==> config.mk <==
export PLATFORM = sky130hd
export DESIGN_NAME = pkt_switch2x2
export DESIGN_NICKNAME = d
export VERILOG_FILES = /design/src/rtl/pkt_switch_pkg.sv /design/src/rtl/ps_in_buf.sv /design/src/rtl/ps_out_alloc.sv /design/src/rtl/pkt_switch2x2.sv
export SDC_FILE = /design/constraint.sdc
export NUM_CORES = 1
export LEC_CHECK = 0
export BUFFER_PORTS_ARGS = -buffer_cell sky130_fd_sc_hd__buf_2
export CAP_MARGIN = 15
export CORE_MARGIN = 5
export CORE_UTILIZATION = 41
export CTS_BUF_LIST = sky130_fd_sc_hd__clkbuf_8 sky130_fd_sc_hd__clkbuf_16
export CTS_CLUSTER_SIZE = 14
export DETAILED_ROUTE_END_ITERATION = 10
export PLACE_DENSITY = 0.65
export SLEW_MARGIN = 20
export SYNTH_ARGS = -nofsm -noshare
export SYNTH_HDL_FRONTEND = slang
export SYNTH_SLANG_ARGS = --single-unit
==> constraint.sdc <==
create_clock -name clk -period 6.2 [get_ports clk]
set_clock_uncertainty 0.2 [all_clocks]
set_input_delay 1.55 -clock clk [delete_from_list [all_inputs] [get_ports clk]]
set_output_delay 1.55 -clock clk [all_outputs]
set_load 0.05 [all_outputs]
==> src/rtl/pkt_switch_pkg.sv <==
package pkt_switch_pkg;

  typedef enum logic [1:0] {
    MODE_WHOLE = 2'd0,
    MODE_CUT   = 2'd1,
    MODE_WORM  = 2'd2
  } sw_mode_e;

  localparam logic [1:0] FT_HEAD = 2'b00;
  localparam logic [1:0] FT_BODY = 2'b01;
  localparam logic [1:0] FT_TAIL = 2'b10;
  localparam logic [1:0] FT_SOLO = 2'b11;

  function automatic logic ft_opens(input logic [1:0] t);
    return (t == FT_HEAD) || (t == FT_SOLO);
  endfunction

  function automatic logic ft_closes(input logic [1:0] t);
    return (t == FT_TAIL) || (t == FT_SOLO);
  endfunction

endpackage

==> src/rtl/ps_in_buf.sv <==
module ps_in_buf
  import pkt_switch_pkg::*;
#(
  parameter int FW         = 10,
  parameter int DEPTH      = 16,
  parameter int WORM_DEPTH = 2
) (
  input  logic          clk,
  input  logic          rst,
  input  logic          small_cap,
  input  logic          whole_mode,
  input  logic          wr_valid,
  input  logic [FW-1:0] wr_data,
  output logic          wr_ready,
  input  logic          rd_pop,
  output logic          rd_valid,
  output logic [FW-1:0] rd_data,
  output logic          pkt_whole
);

  localparam int AW = (DEPTH > 1) ? $clog2(DEPTH) : 1;
  localparam int CW = $clog2(DEPTH + 1);
  localparam logic [AW-1:0] LAST_SLOT = AW'(DEPTH - 1);

  logic [FW-1:0] mem [DEPTH];
  logic [AW-1:0] wr_ptr, rd_ptr;
  logic [CW-1:0] count, tails, cap;
  logic          push, tail_in, tail_out;

  assign cap      = small_cap ? CW'(WORM_DEPTH) : CW'(DEPTH);
  assign wr_ready = count < cap;
  assign push     = wr_valid && wr_ready;
  assign rd_valid = count != '0;
  assign rd_data  = mem[rd_ptr];
  assign pkt_whole = tails != '0;
  assign tail_in  = push && ft_closes(wr_data[FW-1 -: 2]);
  assign tail_out = rd_pop && ft_closes(rd_data[FW-1 -: 2]);

  always_ff @(posedge clk) begin
    if (push) mem[wr_ptr] <= wr_data;
  end

  always_ff @(posedge clk) begin
    if (rst) begin
      wr_ptr <= '0;
      rd_ptr <= '0;
      count  <= '0;
      tails  <= '0;
    end else begin
      if (push)   wr_ptr <= (wr_ptr == LAST_SLOT) ? '0 : wr_ptr + 1'b1;
      if (rd_pop) rd_ptr <= (rd_ptr == LAST_SLOT) ? '0 : rd_ptr + 1'b1;
      case ({push, rd_pop})
        2'b10:   count <= count + 1'b1;
        2'b01:   count <= count - 1'b1;
        default: count <= count;
      endcase
      case ({tail_in, tail_out})
        2'b10:   tails <= tails + 1'b1;
        2'b01:   tails <= tails - 1'b1;
        default: tails <= tails;
      endcase
    end
  end

  // the switch never pops an empty buffer
  a_r2_pop_nonempty: assert property (@(posedge clk) disable iff (rst)
    rd_pop |-> (count != '0));

  // in whole-packet mode a header leaves only once a complete packet is held
  a_r3_whole_before_send: assert property (@(posedge clk) disable iff (rst)
    (whole_mode && rd_pop && ft_opens(rd_data[FW-1 -: 2])) |-> (tails != '0));

  // occupancy never exceeds the mode's capacity
  a_r6_within_cap: assert property (@(posedge clk) disable iff (rst)
    count <= cap);

endmodule

==> src/rtl/ps_out_alloc.sv <==
module ps_out_alloc (
  input  logic       clk,
  input  logic       rst,
  input  logic [1:0] req,
  input  logic       last_fire,
  output logic       busy,
  output logic       owner
);

  logic prio;
  logic winner;

  assign winner = (req[0] && req[1]) ? prio : req[1];

  always_ff @(posedge clk) begin
    if (rst) begin
      busy  <= 1'b0;
      owner <= 1'b0;
      prio  <= 1'b0;
    end else if (busy) begin
      if (last_fire) busy <= 1'b0;
    end else if (|req) begin
      busy  <= 1'b1;
      owner <= winner;
      prio  <= ~winner;
    end
  end

  // the grant and its owner stay put until the tail has gone
  a_r8_hold_until_tail: assert property (@(posedge clk) disable iff (rst)
    (busy && !last_fire) |=> (busy && $stable(owner)));

  // a new grant always goes to an input that was requesting
  a_r9_grant_requester: assert property (@(posedge clk) disable iff (rst)
    (!busy && (|req)) |=> (busy && (owner ? $past(req[1]) : $past(req[0]))));

  // the output frees up in the cycle after its tail is accepted
  a_r11_release_after_tail: assert property (@(posedge clk) disable iff (rst)
    (busy && last_fire) |=> !busy);

endmodule

==> src/rtl/pkt_switch2x2.sv <==
module pkt_switch2x2
  import pkt_switch_pkg::*;
#(
  parameter int DW         = 8,
  parameter int DEPTH      = 16,
  parameter int WORM_DEPTH = 2
) (
  input  logic                 clk,
  input  logic                 rst,
  input  logic [1:0]           mode,
  input  logic [1:0]           in_valid,
  input  logic [1:0][DW+1:0]   in_flit,
  output logic [1:0]           in_ready,
  output logic [1:0]           out_valid,
  output logic [1:0][DW+1:0]   out_flit,
  input  logic [1:0]           out_ready
);

  localparam int FW    = DW + 2;
  localparam int PORTS = 2;

  sw_mode_e mode_e;
  logic     whole_mode, small_cap;

  assign mode_e     = sw_mode_e'(mode);
  assign whole_mode = (mode_e == MODE_WHOLE);
  assign small_cap  = !(mode_e == MODE_WHOLE || mode_e == MODE_CUT);

  logic [PORTS-1:0][FW-1:0] hd;
  logic [PORTS-1:0]         hv, whole, pop, in_busy, elig;
  logic [PORTS-1:0]         busy, owner, last_fire;
  logic [PORTS-1:0][1:0]    req_m;

  // input side: one buffer per port
  for (genvar gi = 0; gi < PORTS; gi++) begin : g_in
    ps_in_buf #(
      .FW(FW), .DEPTH(DEPTH), .WORM_DEPTH(WORM_DEPTH)
    ) u_buf (
      .clk       (clk),
      .rst       (rst),
      .small_cap (small_cap),
      .whole_mode(whole_mode),
      .wr_valid  (in_valid[gi]),
      .wr_data   (in_flit[gi]),
      .wr_ready  (in_ready[gi]),
      .rd_pop    (pop[gi]),
      .rd_valid  (hv[gi]),
      .rd_data   (hd[gi]),
      .pkt_whole (whole[gi])
    );
  end

  // ownership and requests
  always_comb begin
    for (int i = 0; i < PORTS; i++) begin
      in_busy[i] = 1'b0;
      pop[i]     = 1'b0;
      for (int o = 0; o < PORTS; o++) begin
        if (busy[o] && (owner[o] == 1'(i))) begin
          in_busy[i] = 1'b1;
          if (out_ready[o] && hv[i]) pop[i] = 1'b1;
        end
      end
      elig[i] = hv[i] && ft_opens(hd[i][FW-1 -: 2]) && !in_busy[i] &&
                (!whole_mode || whole[i]);
    end
    for (int o = 0; o < PORTS; o++) begin
      for (int i = 0; i < PORTS; i++) begin
        req_m[o][i] = elig[i] && (hd[i][0] == 1'(o));
      end
    end
  end

  // output side: one allocator per port
  for (genvar go = 0; go < PORTS; go++) begin : g_out
    ps_out_alloc u_alloc (
      .clk      (clk),
      .rst      (rst),
      .req      (req_m[go]),
      .last_fire(last_fire[go]),
      .busy     (busy[go]),
      .owner    (owner[go])
    );

    assign out_valid[go] = busy[go] && hv[owner[go]];
    assign out_flit[go]  = hd[owner[go]];
    assign last_fire[go] = out_valid[go] && out_ready[go] &&
                           ft_closes(out_flit[go][FW-1 -: 2]);

    // a stalled output holds its flit
    a_r7_stall_stable: assert property (@(posedge clk) disable iff (rst)
      (out_valid[go] && !out_ready[go]) |=> (out_valid[go] && $stable(out_flit[go])));
  end

endmodule

==> results of run 1 <==
[flip-flops by register name (all words and copies together), names as in the netlist, named ones only]
signal and cells:
g_in.u_buf.mem 320, g_in.u_buf.count 10, g_in.u_buf.tails 10, g_in.u_buf.rd_ptr 8
g_in.u_buf.wr_ptr 8, g_out.u_alloc.busy 2, g_out.u_alloc.owner 2, g_out.u_alloc.prio 2
[Yosys cell counts, drive strengths merged, types with 3 or more instances]
library cell,number
nor2b,11
buf,29
mux2,11
o31ai,3
dfxtp,50
nand2b,6
fa,4
nand3,8
xnor2,4
ha,30
clkbuf,18
o22ai,4
a21o,9
nor2,70
a21oi,42
nand2,50
nand3b,3
a22oi,3
nor3,18
inv,21
edfxtp,320
mux4,88
xor2,14
o21a,3
o21ai,10
nor4,4
a31oi,4
mux2i,26
or3,9
[logic make-up after synthesis]
family,Yosys count,share of synthesized area [%]
AOI/OAI and AO/OA,89,3.56
DFF,370,68.2
xor gates and xnor gates,18,1.01
buffers and inverters,69,2.71
and+or+nand+nor,190,5.60
muxes,125,16.0
adders and majority gates,34,2.93
[critical path, stage by stage, from the launching register on]
cell	delay (ns)
dfxtp_1	0.98
buf_4	0.36
mux2i_1	0.10
mux4_2	0.48
mux2i_1	0.36
nor2_1	0.08
a31oi_1	0.27
buf_2	0.32
[power by group through the flow]
stage                     sequential (uW)  combinational, uW  clock (uW)
after global routing                 2850                739        2330
final                                2840                686        2170
after global placement               2890                682           0
after CTS                            2840                691        2210
after floorplan                      2850                537           0
after detailed placement             2890                688           0
[final cells by class]
type | instances | share of cell area [%]
multi-input combinational | 456 | 25.9
sequential | 370 | 60.2
tap | 511 | 3.62
timing repair buffer | 90 | 3.11
clock buffer | 41 | 5.75
clock inverter | 27 | 0.979
inverter | 21 | 0.447
[routing by layer]
| layer | vias up | global-route usage, % |
|---|---|---|
| li1 | 3703 | - |
| met1 | 4203 | 24.1 |
| met2 | 241 | 24.1 |
| met4 | 2 | 3.66 |
| met3 | 51 | 2.71 |
| met5 | - | 0 |
[stage by stage]
step                      setup slack [ns]  std cells  util (%)  hold slack [ns]  instance area (um2)
after global placement                1.52       1448      43.8            0.273                16500
after detailed placement              1.49       1448      43.8            0.278                16500
after global routing                 0.800       1516      46.9            0.310                17600
after floorplan                       2.13        895         -            0.252                15600
final                                0.979       1516      46.9            0.286                17600
after CTS                            0.892       1516      46.9            0.290                17600
[worst paths after layout]
check                        start                     end  cells after the start
min          g_out[1].u_alloc.prio  g_out[1].u_alloc.owner                      2
min reg2reg  g_out[1].u_alloc.prio  g_out[1].u_alloc.owner                      2
max                           flop            out_flit[19]                      7
max reg2reg                   flop  g_in[1].u_buf.tails[4]                     15
==> results.yml, run 1 <==
yosys:
  synth_top_area_share_pct: 61.7
  async_reset_ff_share_pct: 0
  ys_seq_area_share_pct: 68.2
  synth.largest_area_cell: "edfxtp_1"
  synth_cell_types: 57
  ys_seq_elements: 370
  synth_warnings: 0
  synth_area_leaders: "edfxtp_1 62%, mux4_2 7.8%, dfxtp_1 6.4%"
  synth_cells: 895
  syn-num-nets: 957
  synth_area_per_cell_um2: 17.4
  synth_edf_count: 320
  syn_area_um2: 15600
  synthFlopType: "edfxtp_1"
global_routing:
  grt_pass1_wl_mm: 50.0
  grt_max_degree: 44
  antenna_found_initial: 1
  gr-total-overflow: 0
  first_global_vias: 8046
  grt_util_all_layers_pct: 15.8
timing:
  period_share_pct: 84.2
  post-route-min-period_ns: 5.22
  tightest_slew_ns: 1.09
  finalSetupViolations: 0
  slew_viol_final: 0
  rsz0062_at_grt: "false"
  fin_setup_tns_ns: 0
  final_hold_viol_count: 0
  max_freq_mhz: 192
  relSlewSlack_pct: 27.0
pwr:
  internal_power_uw: 4240
  switching_share_pct: 25.6
  leakage_uw: 0.00595
  comb_power_share_pct: 12.0
  vdd_drop_max_v: 0.000263
  power.switching_uw: 1460
  powerDensity_nw_per_um2: 323
  p_total_uw: 5690
  clkPwrFrac_pct: 38.1
  pwr-share-seq_pct: 49.9
detailed_routing:
  drt_wl_total_mm: 33.1
  drc: 0
  route.top_layer_used: "met5"
  dr_wl_met2_mm: 15.2
  drt_iter0_drc: 661
  dr.pass1.iters: 4
  via_per_inst: 5.41
  route.antenna.remaining_nets: 0
  drt-met1-wl_mm: 15.2
  via_count: 8200
  wl_per_cell_um: 21.8
  met3_length_mm: 2.05
worst_setup_path:
  cp_max_fo: 15
  r2r_slack_ns: 1.62
  crit_arrival_ns: 3.47
  worstSetupPathType: "reg2out"
  required_ns: 4.45
  startpoint_type: "flop"
  critPathCaptureType: "output pin"
job:
  max-cap-violations: 0
cts:
  clk_pin_slew_ns: 0.06
  clkSinkCount: 370
  cts_root_buf: "clkbuf_16"
  cts_max_level: 2
  cts_hold_buffers: 0
  clockBufferDepth: 3
  insertion_delay_ns: 0.53
  cts_resized: 0
  numCtsBuffers: 39
  cts_tree: "yes"
  post_cts_buffers: 0
floorplan:
  ios: 52
  die_area_um2: 42000
  die_h_um: 205
  start_util_pct: 41.4
  rows: 71
  die_x_um: 205
  core_region_area_um2: 37600
finish:
  n_antenna_cell: 0
  multi_input_area_um2: 4570
  area_delta_synth_final_pct: 13.4
  fillers: 3128
  seq_area_um2: 10600
  layout_common_cells: "320 x edfxtp_1, 69 x nor2_1, 54 x mux4_2, 51 x buf_2, 50 x nand2_1"
  layout_commonest_cell: "edfxtp_1"
  num-nets-final: 1040
  drive_gt1_share_pct: 22.6
status:
  status: "complete, no violations"
min_path:
  hp-class: "reg2reg"
place:
  io_buffers: 51
  hpwlAfterDp_mm: 20.9
  gp_congestion: 0.785
(Power assumes the default switching activity.)
==> run 2, diff against run 1 <==
--- a/config.mk
+++ b/config.mk
@@ -12,7 +12,7 @@
 export CTS_BUF_LIST = sky130_fd_sc_hd__clkbuf_8 sky130_fd_sc_hd__clkbuf_16
 export CTS_CLUSTER_SIZE = 14
 export DETAILED_ROUTE_END_ITERATION = 10
-export PLACE_DENSITY = 0.65
+export PLACE_DENSITY = 0.67
 export SLEW_MARGIN = 20
 export SYNTH_ARGS = -nofsm -noshare
 export SYNTH_HDL_FRONTEND = slang
==> constraint.sdc (replaced) <==
create_clock -name clk -period 4.3 [get_ports clk]
set_clock_uncertainty 0.2 [all_clocks]
set_input_delay 1.075 -clock clk [delete_from_list [all_inputs] [get_ports clk]]
set_output_delay 1.075 -clock clk [all_outputs]
set_load 0.05 [all_outputs]
==> results.yml, run 2 (same netlist as run 1, synthesis figures left out) <==
global_routing:
  gr-total-overflow: 0
  first_global_vias: 8224
  grt_max_degree: 44
  grt_pass1_wl_mm: 51.2
  antenna_found_initial: 0
  grt_util_all_layers_pct: 16.1
timing:
  post-route-min-period_ns: 4.16
  slew_viol_final: 0
  final_hold_viol_count: 0
  period_share_pct: 96.8
  fin_setup_tns_ns: 0
  finalSetupViolations: 0
  relSlewSlack_pct: 43.6
  max_freq_mhz: 240
  rsz0062_at_grt: "false"
  tightest_slew_ns: 0.846
  setup_slack_ns: 0.136
min_path:
  hp-start: "g_out[1].u_alloc.prio"
  hp-class: "reg2reg"
  hold_end: "g_out[1].u_alloc.prio"
  holdPathStages: 2
pwr:
  comb_power_share_pct: 12.5
  pwr-share-seq_pct: 49.1
  leakage_uw: 0.00606
  power.switching_uw: 2090
  powerDensity_nw_per_um2: 465
  clkPwrFrac_pct: 38.4
  vdd_drop_max_v: 0.000352
  switching_share_pct: 25.1
  internal_power_uw: 6220
worst_setup_path:
  slowest_stage: "mux4_2"
  startpoint_type: "flop"
  crit_arrival_ns: 2.89
  cp_cell_sequence: "buf_4 -> mux4_2 -> mux4_2 -> mux2_2 -> buf_2"
  r2r_slack_ns: 0.44
  critPathTopFamily: "multiplexers"
  worstSetupPathType: "reg2out"
  cp_max_fo: 26
  required_ns: 3.02
  reg2regPathDepth: 14
  worst-path-buf-inv: 2
  r2r_end: "g_in[0].u_buf.tails[4]"
  critPathMaxStageDelay_ns: 0.60
  worst_path_most_repeated_cell: "mux4_2"
  critPathCaptureType: "output pin"
cts:
  cts_root_buf: "clkbuf_16"
  clkSinkCount: 370
  cts_max_level: 2
  clk_pin_slew_ns: 0.06
  post_cts_buffers: 0
  insertion_delay_ns: 0.52
  clockBufferDepth: 3
  numCtsBuffers: 40
  cts_tree: "yes"
floorplan:
  core_region_area_um2: 37600
  ios: 52
  die_area_um2: 42000
  die_x_um: 205
  rows: 71
  start_util_pct: 41.4
  die_h_um: 205
place:
  io_buffers: 51
  post-place-ws_ns: 0.392
  gp_congestion: 0.776
  hpwlAfterDp_mm: 21.9
detailed_routing:
  drt_wl_total_mm: 33.9
  wl_per_cell_um: 22.0
  via_per_inst: 5.44
  drc: 0
  via_count: 8369
  route.antenna.remaining_nets: 0
  dr.pass1.iters: 5
  drt_iter0_drc: 762
finish:
  seq_area_um2: 10600
  drive_gt1_share_pct: 23.6
  largest_reg_flops: 320
  area_delta_synth_final_pct: 14.8
  layout_common_cells: "320 x edfxtp_1, 70 x nor2_1, 56 x buf_4, 54 x mux4_2, 51 x buf_2"
  num-nets-final: 1061
  n_antenna_cell: 0
  largest-register: "g_in.u_buf.mem"
  reg_top3: "g_in.u_buf.mem: 320 flops, g_in.u_buf.count: 10 flops, g_in.u_buf.tails: 10 flops"
  fillers: 3129
  multi_input_area_um2: 4570
  layout_commonest_cell: "edfxtp_1"
job:
  max-cap-violations: 0
status:
  status: "complete, no violations"
-- run 2: layer usage --
metal  vias up  GRT usage [%]  wire, um
met4         0           4.14       729
met5         -              0         0
li1       3748              -         -
met2       280           24.6     15600
met3        53           3.32      2550
met1      4288           23.9     15000
-- run 2: area by class of cell --
type,instances,area share (%)
Clock buffer,40,5.60
Timing Repair Buffer,110,4.12
Clock inverter,30,1.23
Inverter,21,0.441
Sequential cell,370,59.4
Multi-Input combinational cell,456,25.6
Tap cell,511,3.58
-- run 2: worst max path at each step --
stage	from	endpoint	slack [ns]	cells after the start
6_report	flop	out_flit[7]	0.14	5
5_1_grt	flop	out_flit[10]	0.02	7
4_1_cts	flop	out_flit[4]	0.01	5
3_5_place_dp	flop	g_in[0].u_buf.tails[4]	0.39	14
3_3_place_gp	flop	g_in[0].u_buf.tails[4]	0.44	14
2_1_floorplan	flop	g_in[1].u_buf.tails[4]	0.56	16
-- run 2: worst reg2reg max path: stages, from the launching register on --
cell and delay [ns]:
dfxtp_1 0.69, buf_4 0.28, mux4_2 0.58, inv_1 0.15
ha_1 0.16, o21a_1 0.11, ha_1 0.22, inv_1 0.10
fa_1 0.39, nor2b_1 0.16, o21ai_0 0.11, and3_1 0.19
nor3_1 0.17, xnor2_1 0.15, nor2_1 0.05
-- run 2: what timing repair did --
item                                    4_1_cts  5_1_grt
resized for setup                             1        4
endpoints found under the setup margin        6        8
gates cloned                                  0        1
hold buffers                                  0        0
-- run 2: metrics by stage --
stage	util [%]	area [um2]	std cells	total power [uW]	hold WS (ns)
after floorplan	-	15600	895	4890	0.252
after global placement	44.2	16600	1467	5170	0.274
after detailed placement	44.2	16600	1467	5190	0.285
after CTS	47.5	17800	1537	8390	0.292
after global routing	47.5	17900	1538	8650	0.328
final	47.5	17900	1538	8310	0.291
-- run 2: power by group through the flow --
stage	clock network [uW]	logic (uW)	registers [uW]
6_report	3190	1040	4080
5_1_grt	3440	1120	4090
4_1_cts	3270	1040	4080
3_5_place_dp	0	1040	4150
3_3_place_gp	0	1030	4150
2_1_floorplan	0	774	4110
==> run 3, diff against run 2 <==
--- a/config.mk
+++ b/config.mk
@@ -7,13 +7,13 @@
 export LEC_CHECK = 0
 export BUFFER_PORTS_ARGS = -buffer_cell sky130_fd_sc_hd__buf_2
 export CAP_MARGIN = 15
-export CORE_MARGIN = 5
+export CORE_MARGIN = 1
 export CORE_UTILIZATION = 41
-export CTS_BUF_LIST = sky130_fd_sc_hd__clkbuf_8 sky130_fd_sc_hd__clkbuf_16
+export CTS_BUF_LIST = sky130_fd_sc_hd__clkbuf_16
 export CTS_CLUSTER_SIZE = 14
 export DETAILED_ROUTE_END_ITERATION = 10
 export PLACE_DENSITY = 0.67
-export SLEW_MARGIN = 20
+export SLEW_MARGIN = 5
 export SYNTH_ARGS = -nofsm -noshare
 export SYNTH_HDL_FRONTEND = slang
 export SYNTH_SLANG_ARGS = --single-unit
==> results.yml, run 3 (same netlist as run 1, synthesis figures left out) <==
job:
  max-cap-violations: 0
floorplan:
  ios: 52
  die_area_um2: 38700
  die_h_um: 197
  start_util_pct: 42.1
  rows: 70
  core_region_area_um2: 37000
  die_x_um: 197
min_path:
  hp-class: "reg2reg"
global_routing:
  antenna_found_initial: 1
  first_global_vias: 7978
  gr-total-overflow: 0
  grt_util_all_layers_pct: 17.3
  grt_pass1_wl_mm: 49.6
  grt_max_degree: 44
detailed_routing:
  dr.pass1.iters: 5
  wl_per_cell_um: 21.7
  via_per_inst: 5.44
  via_count: 8290
  drt_wl_total_mm: 33.0
  route.antenna.remaining_nets: 0
  drt_iter0_drc: 832
  drc: 0
worst_setup_path:
  worstSetupPathType: "reg2out"
  startpoint_type: "flop"
  crit_arrival_ns: 2.92
  critPathCaptureType: "output pin"
  cp_max_fo: 30
  required_ns: 3.02
pwr:
  pwr-share-seq_pct: 49.3
  power.switching_uw: 2100
  switching_share_pct: 25.5
  clkPwrFrac_pct: 38.2
  powerDensity_nw_per_um2: 464
  leakage_uw: 0.00601
  internal_power_uw: 6160
  p_total_uw: 8260
  comb_power_share_pct: 12.5
  vdd_drop_max_v: 0.000277
timing:
  relSlewSlack_pct: 44.8
  final_hold_viol_count: 0
  rsz0062_at_grt: "false"
  fin_setup_tns_ns: 0
  setup_slack_ns: 0.107
  slew_viol_final: 0
  period_share_pct: 97.5
  tightest_slew_ns: 0.828
  post-route-min-period_ns: 4.19
  finalSetupViolations: 0
  max_freq_mhz: 238
  whs_ns: 0.294
finish:
  reg_top3: "g_in.u_buf.mem: 320 flops, g_in.u_buf.count: 10 flops, g_in.u_buf.tails: 10 flops"
  area_delta_synth_final_pct: 14.3
  layout_commonest_cell: "edfxtp_1"
  layout_common_cells: "320 x edfxtp_1, 70 x nor2_1, 54 x mux4_2, 51 x buf_2, 50 x nand2_1"
  fillers: 3126
  largest_reg_flops: 320
  num-nets-final: 1051
  drive_gt1_share_pct: 23.5
  final_core_util_pct: 48.1
  largest-register: "g_in.u_buf.mem"
cts:
  cts_max_level: 2
  cts_tree: "yes"
  clkSinkCount: 370
  cts_hold_buffers: 0
  cts_root_buf: "clkbuf_16"
  clk_pin_slew_ns: 0.06
  clockBufferDepth: 3
  insertion_delay_ns: 0.52
  numCtsBuffers: 39
place:
  io_buffers: 51
  hpwlAfterDp_mm: 21.3
  gp_congestion: 0.790
  post-place-ws_ns: 0.360
status:
  status: "complete, no violations"
==> run 3: layer usage <==
layer  vias to the layer above  global-route usage [%]  share of wire, %
li1                       3725                       -                 -
met1                      4237                    26.0                47
met2                       283                    26.0                45
met3                        45                    2.99               6.3
met4                         0                    4.36               1.8
met5                         -                       0                 0
==> run 3: power groups by stage <==
stage	Combinational, uW	Sequential, uW	Clock [uW]
2_1_floorplan	774	4110	0
3_3_place_gp	1020	4150	0
3_5_place_dp	1030	4150	0
4_1_cts	1040	4070	3220
5_1_grt	1110	4080	3350
6_report	1030	4070	3150
==> run 3: cell type report <==
type	count	area, um2	area share (%)
inverters	21	78.8	0.443
well taps	504	631	3.54
diodes	1	2.50	0.0141
flip-flops and latches	370	10600	59.7
multi-input cells	456	4580	25.7
clock inverters	31	203	1.14
repair buffers	101	677	3.80
clock buffers	40	1000	5.63
==> run 3: stage by stage <==
stage               std cells  cell area (um2)
global route             1524            17800
global placement         1451            16500
finish                   1524            17800
CTS                      1522            17800
floorplan                 895            15600
detailed placement       1451            16500
==> run 3: path summary, 6_finish.rpt <==
kind / from / to / slack [ns] / cells past startpoint
setup / recovery: flop / out_flit[2] / 0.11 / 5
hold / removal: g_out[0].u_alloc.prio / g_out[0].u_alloc.owner / 0.29 / 2
setup reg to reg: flop / g_in[1].u_buf.tails[4] / 0.39 / 14
hold reg to reg: g_out[0].u_alloc.prio / g_out[0].u_alloc.owner / 0.29 / 2
==> run 3: critical path, stage by stage, from the launching register on <==
cell	delay, ns
dfxtp_4	0.45
buf_12	0.26
mux4_1	0.60
mux4_2	0.56
mux2_2	0.30
buf_2	0.21
==> run 3: repair_timing <==
action,4_1_cts,5_1_grt
gates resized for setup,4,5
setup buffers,0,0
gates cloned,0,1
setup endpoints to repair,7,7
